===== config.mk =====
export PLATFORM = sky130hd
export DESIGN_NAME = slip_comp
export DESIGN_NICKNAME = d
export VERILOG_FILES = /design/src/rtl/slipc_pkg.sv /design/src/rtl/slip_lut.sv /design/src/rtl/slip_sched.sv /design/src/rtl/slip_emit.sv /design/src/rtl/slip_comp.sv
export SDC_FILE = /design/constraint.sdc
export NUM_CORES = 1
export LEC_CHECK = 0
export ABC_CLOCK_PERIOD_IN_PS = 4000
export BUFFER_PORTS_ARGS = -buffer_cell sky130_fd_sc_hd__buf_2
export CAP_MARGIN = 30
export CORE_ASPECT_RATIO = 0.75
export CORE_UTILIZATION = 45
export CTS_CLUSTER_SIZE = 12
export DETAILED_ROUTE_END_ITERATION = 10
export PLACE_DENSITY = 0.71
export SLEW_MARGIN = 10
export SYNTH_ARGS = -nofsm -noshare
export SYNTH_HDL_FRONTEND = slang
export SYNTH_SLANG_ARGS = --single-unit

===== constraint.sdc =====
create_clock -name clk_i -period 4 [get_ports clk_i]
set_input_delay 0.4 -clock clk_i [delete_from_list [all_inputs] [get_ports clk_i]]
set_output_delay 0.4 -clock clk_i [all_outputs]
set_load 0.01 [all_outputs]

===== src/rtl/slipc_pkg.sv =====
package slipc_pkg;

  // Correction interval, in chips, for offset step idx; 0 disables correction.
  function automatic int unsigned interval_units(input int unsigned idx,
                                                 input int unsigned base);
    if (idx == 0) return 0;
    return base / idx;
  endfunction

  // Samples to the first correction given an entry (chips) and samples per chip.
  function automatic int unsigned first_samples(input int unsigned entry,
                                                input int unsigned per_chip);
    return (entry * per_chip) / 2;
  endfunction

endpackage


===== src/rtl/slip_lut.sv =====
module slip_lut #(
  parameter int unsigned IDX_W      = 4,
  parameter int unsigned ENTRY_W    = 16,
  parameter int unsigned BASE_UNITS = 62500
) (
  input  logic [IDX_W-1:0]   idx_i,
  output logic [ENTRY_W-1:0] entry_o
);
  localparam int unsigned STEPS = 1 << IDX_W;

  logic [ENTRY_W-1:0] table_w [STEPS];

  for (genvar g = 0; g < STEPS; g++) begin : g_step
    assign table_w[g] = ENTRY_W'(slipc_pkg::interval_units(g, BASE_UNITS));
  end

  assign entry_o = table_w[idx_i];
endmodule


===== src/rtl/slip_sched.sv =====
module slip_sched #(
  parameter int unsigned ENTRY_W  = 16,
  parameter int unsigned PER_CHIP = 4
) (
  input  logic               clk_i,
  input  logic               rst_ni,
  input  logic               en_i,
  input  logic               in_valid_i,
  input  logic               dir_i,
  input  logic [ENTRY_W-1:0] entry_i,
  output logic               fire_ins_o,
  output logic               fire_drop_o
);
  localparam int unsigned CNT_W = ENTRY_W + $clog2(PER_CHIP) + 1;

  logic [CNT_W-1:0] cnt_q;
  logic             first_q;
  logic [CNT_W-1:0] full_w;
  logic [CNT_W-1:0] half_w;
  logic [CNT_W-1:0] target_w;
  logic             active_w;
  logic             hit_w;

  assign full_w   = CNT_W'(entry_i) * CNT_W'(PER_CHIP);
  assign half_w   = full_w >> 1;
  assign target_w = first_q ? half_w : full_w;
  assign active_w = en_i && (entry_i != '0);
  assign hit_w    = active_w && in_valid_i && ((cnt_q + CNT_W'(1)) == target_w);

  assign fire_drop_o = hit_w && dir_i;
  assign fire_ins_o  = hit_w && !dir_i;

  always_ff @(posedge clk_i) begin
    if (!rst_ni) begin
      cnt_q   <= '0;
      first_q <= 1'b1;
    end else if (!en_i) begin
      cnt_q   <= '0;
      first_q <= 1'b1;
    end else if (active_w && in_valid_i) begin
      if (hit_w) begin
        cnt_q   <= '0;
        first_q <= 1'b0;
      end else begin
        cnt_q <= cnt_q + CNT_W'(1);
      end
    end
  end
endmodule


===== src/rtl/slip_emit.sv =====
module slip_emit #(
  parameter int unsigned DATA_W = 12
) (
  input  logic              clk_i,
  input  logic              rst_ni,
  input  logic              in_valid_i,
  input  logic [DATA_W-1:0] in_data_i,
  input  logic              fire_ins_i,
  input  logic              fire_drop_i,
  output logic              out_valid_o,
  output logic [DATA_W-1:0] out_data_o
);
  logic              vld_q;
  logic [DATA_W-1:0] hold_q;
  logic              again_q;

  always_ff @(posedge clk_i) begin
    if (!rst_ni) begin
      vld_q   <= 1'b0;
      hold_q  <= '0;
      again_q <= 1'b0;
    end else if (in_valid_i) begin
      hold_q  <= in_data_i;
      vld_q   <= !fire_drop_i;
      again_q <= fire_ins_i;
    end else if (again_q) begin
      vld_q   <= 1'b1;
      again_q <= 1'b0;
    end else begin
      vld_q <= 1'b0;
    end
  end

  assign out_valid_o = vld_q;
  assign out_data_o  = hold_q;
endmodule


===== src/rtl/slip_comp.sv =====
module slip_comp #(
  parameter int unsigned DATA_W     = 12,
  parameter int unsigned IDX_W      = 4,
  parameter int unsigned ENTRY_W    = 16,
  parameter int unsigned PER_CHIP   = 4,
  parameter int unsigned BASE_UNITS = 62500
) (
  input  logic              clk_i,
  input  logic              rst_ni,
  input  logic              en_i,
  input  logic [IDX_W-1:0]  idx_i,
  input  logic              dir_i,
  input  logic              in_valid_i,
  input  logic [DATA_W-1:0] in_data_i,
  output logic              out_valid_o,
  output logic [DATA_W-1:0] out_data_o
);
  logic [IDX_W-1:0]   cfg_idx;
  logic               cfg_dir;
  logic [ENTRY_W-1:0] entry_w;
  logic               fire_ins;
  logic               fire_drop;

  always_ff @(posedge clk_i) begin
    if (!rst_ni) begin
      cfg_idx <= '0;
      cfg_dir <= 1'b0;
    end else if (!en_i) begin
      cfg_idx <= idx_i;
      cfg_dir <= dir_i;
    end
  end

  slip_lut #(
    .IDX_W(IDX_W), .ENTRY_W(ENTRY_W), .BASE_UNITS(BASE_UNITS)
  ) lut_i (
    .idx_i(cfg_idx), .entry_o(entry_w)
  );

  slip_sched #(
    .ENTRY_W(ENTRY_W), .PER_CHIP(PER_CHIP)
  ) sched_i (
    .clk_i(clk_i), .rst_ni(rst_ni), .en_i(en_i), .in_valid_i(in_valid_i),
    .dir_i(cfg_dir), .entry_i(entry_w),
    .fire_ins_o(fire_ins), .fire_drop_o(fire_drop)
  );

  slip_emit #(
    .DATA_W(DATA_W)
  ) emit_i (
    .clk_i(clk_i), .rst_ni(rst_ni), .in_valid_i(in_valid_i), .in_data_i(in_data_i),
    .fire_ins_i(fire_ins), .fire_drop_i(fire_drop),
    .out_valid_o(out_valid_o), .out_data_o(out_data_o)
  );
endmodule


==> impl_metrics.py <==
metrics = {
    "min_path": {
        "hold_path.class": "input port to flop",
        "hold_start": "idx_i[0]",
    },
    "clocking": {
        "postCtsHoldBufs": 0,
        "cts_buffer_depth": 2,
        "cts_sinks": 39,
        "clock_latency_ns": 0.31,
        "cts_tree": "yes",
        "clk_pin_slew_ns": 0.09,
        "numCtsBuffers": 5,
        "htreeDepth": 2,
        "cts_resized": 0,
        "cts-root-buf": "clkbuf_8",
        "cts_setup_buffers": 0,
    },
    "synth": {
        "synth_compound_area_share_pct": 10.3,
        "synth_top_cell_area_share_pct": 26.8,
        "syn-cell-area_um2": 2910,
        "synth-edff-count": 0,
        "syn_area_per_cell_um2": 8.77,
        "muxShareOfSynthArea_pct": 11.0,
        "synth_nets": 361,
        "synthAdderAreaFrac_pct": 3.44,
        "netlist_instances": 332,
        "synth-simple-area-share_pct": 28.8,
        "synth_top_area_cell": "dfxtp_1",
        "async_flop_share_pct": 0,
        "ys.flop_type": "dfxtp_1",
        "yosysUniqueCellTypes": 63,
        "yosysSeqAreaShare_pct": 26.8,
        "ys_ff_latch": 39,
        "synth_top_family_by_area": "simple AND/OR/NAND/NOR gates",
        "synth-xor-area-share_pct": 14.1,
        "ys_warn_count": 0,
        "synth.top_cells.by_area": "dfxtp_1 27%, xnor2_1 9.0%, mux2i_1 7.9%",
    },
    "global_route": {
        "grt_util_all_layers_pct": 20.8,
        "grt_pass1_vias": 2145,
        "gr-total-overflow": 0,
        "antenna_found_initial": 0,
        "grt_pass1_wl_um": 11000,
        "grt_max_degree": 21,
    },
    "pwr": {
        "ir_drop_uv": 154,
        "leakagePower_nw": 1.26,
        "power_density_nw_per_um2": 296,
    },
    "sta": {
        "tns_ns": 0,
        "final.min_clock_period_ns": 3.34,
        "layout_worst_path_cycle_share_pct": 83.4,
        "rsz0062_at_grt": "no",
        "fin_skew_ns": 0.0112,
        "setup_viol": 0,
        "slew-limit-headroom_pct": 52.9,
        "max_freq_mhz": 300,
        "worst_slack_ns": 0.665,
        "worst-slew-pin-transition_ns": 0.705,
        "finalMaxSlewViolations": 0,
        "finalHoldViolations": 0,
    },
    "die": {
        "die_y_um": 71.6,
        "initial_core_util_pct": 48.2,
        "die_x_um": 94.9,
        "rows": 24,
        "dieArea_um2": 6800,
        "core_um2": 6040,
        "io_pins": 34,
    },
    "final_layout": {
        "nets": 386,
        "area_growth_syn_to_layout_pct": 9.93,
        "final_layout_size_suffix_gt1_share_pct": 21.5,
        "antenna_cells": 0,
        "final_cells": 436,
        "fill_cells": 564,
    },
    "critical_path": {
        "r2r-start": "cfg_idx[0]",
        "worstPathRequired_ns": 4.18,
        "critPathLaunchType": "flop",
        "critPathCaptureType": "flop",
        "slowest_delay_ns": 0.56,
        "crit_family": "simple AND/OR/NAND/NOR gates",
        "r2r_slack_ns": 0.66,
        "slowest_stage": "dfxtp_1",
        "startpoint": "cfg_idx[0]",
        "crit_type": "flop to flop",
        "worst-path-buf-inv": 1,
        "crit_chain": "inv_1, ha_1, nor3b_1, nor4_1, xor2_1, xnor2_1, nand4_1, nor4_2, nand4b_4, o21bai_4, nor2_1",
        "crit_arrival_ns": 3.51,
        "worst-path-max-fanout": 13,
    },
    "drt": {
        "drt-total-wl_um": 6510,
        "drc": 0,
        "via_count": 2422,
        "via_per_inst": 5.56,
        "wire_per_inst_um": 14.9,
        "ant_nets": 0,
        "drtIter0Drc": 233,
        "drt-pass1-iter-count": 5,
    },
    "status": {
        "status": "finished clean",
    },
    "placement": {
        "dp_hpwl_um": 4810,
        "post-place-ws_ns": 0.704,
        "io_buffers": 33,
        "gp_congestion": 0.910,
        "post-place-cells": 428,
    },
    "flow_run": {
        "cap_violations": 0,
    },
}
## cell usage in the layout, fill, tap and decap left out, types with 3 or more instances in the layout
cell,count
a211oi_1,3
a21oi_1,13
a31oi_1,3
and2_1,5
and3_1,6
buf_2,33
buf_4,6
clkbuf_8,6
dfxtp_1,39
ha_1,8
inv_1,5
mux2i_1,23
mux4_2,3
nand2_1,22
nand2b_1,5
nand3_1,13
nor2_1,25
nor2_2,10
nor2b_1,19
nor3_1,6
nor3_2,3
nor4_1,5
o21ai_0,9
xnor2_1,30
xor2_1,17
## metal layers
metal	track usage (%)	vias up	part of all wire, %
met5	0	-	0
met4	7.91	0	1.3
met3	4.25	9	6.3
met2	27.7	81	42
met1	32.3	1124	51
li1	-	1208	-
## through the flow
stage / instance area [um2] / hold slack, ns / utilization, % / power [mW]
global placement: 3080 / 0.455 / 51.0 / 0.587
finish: 3200 / 0.338 / 53.0 / 0.946
floorplan: 2910 / 0.420 / - / 0.549
CTS: 3200 / 0.338 / 53.0 / 0.951
global route: 3200 / 0.347 / 53.0 / 0.983
detailed placement: 3080 / 0.448 / 51.0 / 0.588
## cells by family (layout without fill, tap and decap cells)
family / count (synthesis) / in the layout
AO/OA/AOI/OAI: 45 / 45
XOR/XNOR: 47 / 47
adder cells (fa/ha/maj): 8 / 8
buffers and inverters: 26 / 52
flip-flops: 39 / 39
multiplexers: 28 / 28
AND/OR/NAND/NOR: 139 / 139
## layout make-up
cell class | instances | area (um2) | share of cell area (%)
flip-flops and latches | 39 | 781 | 24.4
multi-input cells | 267 | 1970 | 61.6
clock buffers | 6 | 82.6 | 2.58
repair buffers | 39 | 210 | 6.57
inverters | 5 | 18.8 | 0.587
clock inverters | 2 | 38.8 | 1.21
well taps | 78 | 97.6 | 3.05
## cell usage after synthesis, types with 2 or more instances
library cell and instances:
inv_1 5, mux2i_1 23, buf_12 2, nor2b_1 19, nand2b_1 5, buf_2 4
xor2_1 17, clkbuf_1 9, nand3_1 13, mux4_2 3, o211ai_1 2, nor4_1 5
ha_1 8, nor3b_1 2, o21ai_0 9, buf_4 2, and3_1 6, nor2_1 25
nor3_2 3, a31oi_1 3, a21oi_1 13, buf_6 2, nor2_2 10, xnor2_1 30
mux2_2 2, nand2_1 22, o31ai_1 2, a211oi_1 3, nor3_1 6, nand4_1 2
and2_1 5, dfxtp_1 39
## worst paths after layout
kind                       to  cells past startpoint
min reg2reg    emit_i.again_q                      1
max reg2reg  sched_i.cnt_q[2]                     11
max          sched_i.cnt_q[2]                     11
min                cfg_idx[0]                      3
## worst min-delay path, stage by stage
cell and delay, ns:
buf_2 0.07, mux2i_1 0.05, nor2b_1 0.09
## sequential cells by signal (all words and copies together), names as in the netlist
register / cells
cfg_dir: 1
cfg_idx: 4
emit_i.again_q: 1
emit_i.out_data_o: 12
emit_i.out_valid_o: 1
sched_i.cnt_q: 19
sched_i.first_q: 1
## report_power, final
group | leakage (nW) | internal (mW) | switching, mW
Clock | 0.0618 | 0.205 | 0.159
Sequential | 0.318 | 0.399 | 0.0139
Combinational | 0.881 | 0.0769 | 0.0915
Total | 1.26 | 0.681 | 0.265
(Power assumes the default switching activity.)
